`src/rtl/modem_ctl_stat.sv`:
```
module modem_ctl_stat #(
  parameter int SYNC_STAGES = 2
) (
  input  logic       clk,
  input  logic       rst,
  input  logic       cts_n,
  input  logic       dsr_n,
  input  logic       ri_n,
  input  logic       dcd_n,
  input  logic       sts_rd,
  output logic [7:0] sts_q,
  input  logic       irq_en,
  output logic       irq,
  input  logic       ctl_wr,
  input  logic [4:0] ctl_d,
  output logic [4:0] ctl_q,
  output logic       dtr_n,
  output logic       rts_n,
  output logic       out1_n,
  output logic       out2_n
);

  logic [3:0] pins, s, prev, chg, delta;
  logic [3:0] sync_q [SYNC_STAGES];
  logic [4:0] ctl;
  logic       loop_on;

  assign pins = {dcd_n, ri_n, dsr_n, cts_n};
  assign s    = sync_q[SYNC_STAGES-1];

  always_ff @(posedge clk) begin
    if (rst) begin
      for (int i = 0; i < SYNC_STAGES; i++) sync_q[i] <= '1;
      prev <= '1;
    end else begin
      sync_q[0] <= pins;
      for (int i = 1; i < SYNC_STAGES; i++) sync_q[i] <= sync_q[i-1];
      prev <= s;
    end
  end

  // ring flag only on the inactive-going (low to high) pin edge
  assign chg = {s[3] ^ prev[3], s[2] & ~prev[2], s[1] ^ prev[1], s[0] ^ prev[0]};

  always_ff @(posedge clk) begin
    if (rst) delta <= '0;
    else     delta <= (delta & ~{4{sts_rd}}) | chg;
  end

  always_ff @(posedge clk) begin
    if (rst)         ctl <= '0;
    else if (ctl_wr) ctl <= ctl_d;
  end

  assign loop_on = ctl[4];
  assign sts_q   = {~s, delta};
  assign irq     = irq_en & (|delta);
  assign ctl_q   = ctl;
  assign dtr_n   = ~(ctl[0] & ~loop_on);
  assign rts_n   = ~(ctl[1] & ~loop_on);
  assign out1_n  = ~(ctl[2] & ~loop_on);
  assign out2_n  = ~(ctl[3] & ~loop_on);

  a_r1_reset_clear: assert property (@(posedge clk)
    rst |=> (ctl_q == 5'd0 && sts_q[3:0] == 4'd0 && !irq));

  a_r10_flag_sticky: assert property (@(posedge clk) disable iff (rst)
    !sts_rd |=> ((sts_q[3:0] & $past(sts_q[3:0])) == $past(sts_q[3:0])));

  a_r5_read_clears: assert property (@(posedge clk) disable iff (rst)
    (sts_rd && chg == 4'd0) |=> (sts_q[3:0] == 4'd0));

  a_r6_read_keeps_new: assert property (@(posedge clk) disable iff (rst)
    (sts_rd && chg != 4'd0) |=> ((sts_q[3:0] & $past(chg)) == $past(chg)));

  a_r4_ring_on_no_flag: assert property (@(posedge clk) disable iff (rst)
    (!sts_q[2] && prev[2] && !s[2]) |=> !sts_q[2]);

  a_r7_irq_has_cause: assert property (@(posedge clk) disable iff (rst)
    irq |-> (irq_en && sts_q[3:0] != 4'd0));

  a_r9_loop_quiet: assert property (@(posedge clk) disable iff (rst)
    (ctl_wr && ctl_d[4]) |=> ({dtr_n, rts_n, out1_n, out2_n} == 4'hF));

endmodule

```
`config.mk`:
```
export PLATFORM = sky130hd
export DESIGN_NAME = modem_ctl_stat
export DESIGN_NICKNAME = d
export VERILOG_FILES = /design/src/rtl/modem_ctl_stat.sv
export SDC_FILE = /design/constraint.sdc
export NUM_CORES = 1
export LEC_CHECK = 0
export BUFFER_PORTS_ARGS = -buffer_cell sky130_fd_sc_hd__buf_2
export CAP_MARGIN = 30
export CORE_MARGIN = 2
export CORE_UTILIZATION = 26
export CTS_CLUSTER_DIAMETER = 80
export CTS_CLUSTER_SIZE = 28
export DETAILED_ROUTE_END_ITERATION = 12
export HOLD_SLACK_MARGIN = 0.12
export PLACE_DENSITY_LB_ADDON = 0.1
export SYNTH_ARGS = -nofsm -noshare
export SYNTH_HDL_FRONTEND = slang
export SYNTH_SLANG_ARGS = --single-unit
export TNS_END_PERCENT = 20
```
`constraint.sdc`:
```
create_clock -name clk -period 1.7 [get_ports clk]
set_clock_uncertainty 0.2 [all_clocks]
set_input_delay 0.085 -clock clk [delete_from_list [all_inputs] [get_ports clk]]
set_output_delay 0.085 -clock clk [all_outputs]
set_load 0.03 [all_outputs]
```
==> metrics.md <==
| Metric | Value |
|---|---|
| Setup TNS | 0 ns |
| Final min period | 1.65 ns |
| Cell area after layout | 1120 sq um |
| Net count, final | 134 |
| Synthesized cell area | 712 sq um |
| Data required, critical path | 1.69 ns |
| Post-synthesis net count | 81 |
| Chip Height | 56.3 um |
| Initial core utilization | 28.0% |
| Area Growth Syn to Fin | 56.9% |
| Outcome | finished, final reports clean |
| RSZ-0062 raised after global routing | no |
| Clk sink count | 21 |
| Crit path max fanout | 21 |
| Critical path startpoint category | input pin |
| Largest stage delay, worst path | 0.55 ns |
| Total gr overflow | 0 |
| Rows | 18 |
| Final-report setup violation count | 0 |
| Placed Cells | 125 |
| Die area | 3170 sq um |
| Fin Hold WS | 0.207 ns |
| FILL cells | 270 |
| Clk buf depth | 2 |
| Synthesized area per cell | 10.6 sq um |
| First-pass GRT wire length | 2.38 mm |
| Number of gates resized after cts | 0 |
| Gpl congestion | 0.675 |
| H-tree depth | 1 |
| Least-Margin Pin Slew | 0.324 ns |
| Max frequency | 605 MHz |
| Max-slew violations | 0 |
| Io pins | 32 |
| Antenna violations before repair | 0 |
| Clock transition at path regs | 0.12 ns |
| CTS buffer count | 3 |
| Crit Path Category | in2reg |
| Routed WL per cell | 9.52 um |
| Finished Layout Cells | 149 |
| Initial drt markers | 1 |
| Drt first pass iters | 2 |
| Root Driver | clkbuf_4 |
| Routed WL | 1.42 mm |
| Maxcap violations | 0 |
| Vias per cell | 4.03 |
| CTS tree | done |
| Seq/Total Area, Yosys | 59.1% |
| Final Hold Fails | 0 |
| Synth top area cells | dfxtp_1, or2_1, mux2i_1 |
| Yosys warning count | 0 |
| Largest net degree at the start of global routing | 22 |
| GRT Overall Usage | 9.49% |
| Pleak | 0.515 nW |
| Worst vdd ir | 0.355 mV |
| Detailed placement HPWL | 901 um |
| Final period utilization | 97.3% |
| Min-Delay Path Class | reg2reg |
| Worst slew margin | 78.4% |
| Critical path cell sequence | dlygate4sd3_1, buf_2, or2_1, dlygate4sd3_1 |
| DP Area | 887 sq um |
| Port bufs | 31 |
| Cells after Synth | 67 |
| CORE AREA | 2540 sq um |
| Final Util | 43.9% |
| Yosys reg bits | 21 |
| Die Wd | 56.3 um |
| Post-route ant nets | 0 |
| Distinct cell type count after synthesis | 13 |
| Vias | 601 |
| Vias in the first global route | 589 |
| Share of cells above drive strength 1 | 30.3% |
| CP max-delay cell | dlygate4sd3_1 |
| Cell mode on critical path | dlygate4sd3_1 |
| Diodes inserted | 0 |
| Top cell type's share of synthesized area | 59.1% |
| Cell taking the most area after synthesis | dfxtp_1 |
| Clock Latency Late Sink | 0.30 ns |
| Power density over cell area | 834 nW/um^2 |
| DRC | 0 |
| WP data arrival | 1.65 ns |
| Crit end category | flip-flop |
==> state kept, by name, summed over array words and instances (netlist names) <==
signal	flops
ctl_q	5
delta	4
prev	4
sync_q	8
==> what timing repair did <==
| action | in CTS | in global routing |
|---|---|---|
| hold endpoints to repair | 21 | 0 |
| setup buffers | 0 | 0 |
| setup endpoints to repair | 0 | 1 |
| hold buffers | 21 | 0 |
==> power by group <==
group	internal [mW]	switching, mW	total [mW]
clock network	0.0894	0.148	0.237
logic	0.0821	0.0834	0.166
registers	0.515	0.0134	0.529
==> metal layers <==
layer | wire (um) | share of wire, % | vias to the layer above | global-route usage (%)
li1 | - | - | 312 | -
met1 | 625 | 44 | 273 | 10.3
met3 | 91 | 6.4 | 2 | 3.00
met5 | 0 | 0 | - | 0
met4 | 15 | 1.1 | 0 | 5.10
met2 | 685 | 48 | 14 | 16.3
==> layout make-up <==
cell class	instances	area [sq um]	share of cell area, %
multi-input combinational	39	259	23.2
sequential	21	420	37.6
inverter	4	15.0	1.34
clock buffer	3	22.5	2.02
tap	30	37.5	3.36
timing repair buffer	51	355	31.8
clock inverter	1	7.51	0.672
==> cells in the mapped netlist <==
cell type,number
or2b_1,1
mux2i_1,5
nor2_1,5
inv_1,4
o41a_1,1
or2_2,1
a21oi_1,4
buf_4,1
dfxtp_1,21
or2_1,11
xnor2_1,3
buf_2,2
nand2b_1,8
==> through the flow <==
step	worst slack [ns]	power, mW
final	0.0460	0.931
after detailed placement	0.535	0.667
after global placement	0.544	0.666
after global routing	0.00495	0.983
after floorplan	0.440	0.626
after CTS	0.0576	0.950
==> cell usage in the layout, fill, tap and decap left out <==
cell           instances
or2b_1                 1
xnor2_1                3
or2_1                 11
buf_2                 31
inv_1                  4
nor2_1                 5
or2_2                  1
clkbuf_4               3
dlygate4sd3_1         20
nand2b_1               8
a21oi_1                4
dfxtp_1               21
o41a_1                 1
clkinvlp_4             1
mux2i_1                5
==> cell families after synthesis <==
| family | Yosys count | share of synthesized area (%) |
|---|---|---|
| AND/OR/NAND/NOR | 26 | 21.3 |
| multiplexers | 5 | 7.03 |
| AO/OA/AOI/OAI | 5 | 4.39 |
| flip-flops | 21 | 59.1 |
| XOR/XNOR | 3 | 3.69 |
| buffers and inverters | 7 | 4.57 |
==> worst max-delay path, delay by kind of cell <==
family / cells / cell delay (ns)
buf+inv: 3 / 1.31
simple gates: 1 / 0.25
==> worst paths after layout <==
kind,cells after the start,to,slack (ns),from
worst max-delay path,4,sync_q[0][3],0.05,rst
worst min-delay path,1,sync_q[0][4],0.21,sync_q[0][0]
worst min register to register,1,sync_q[0][4],0.21,sync_q[0][0]
worst max register to register,3,ctl_q[4],0.31,ctl_q[4]
Note: power is estimated with default switching activity, not from simulation.
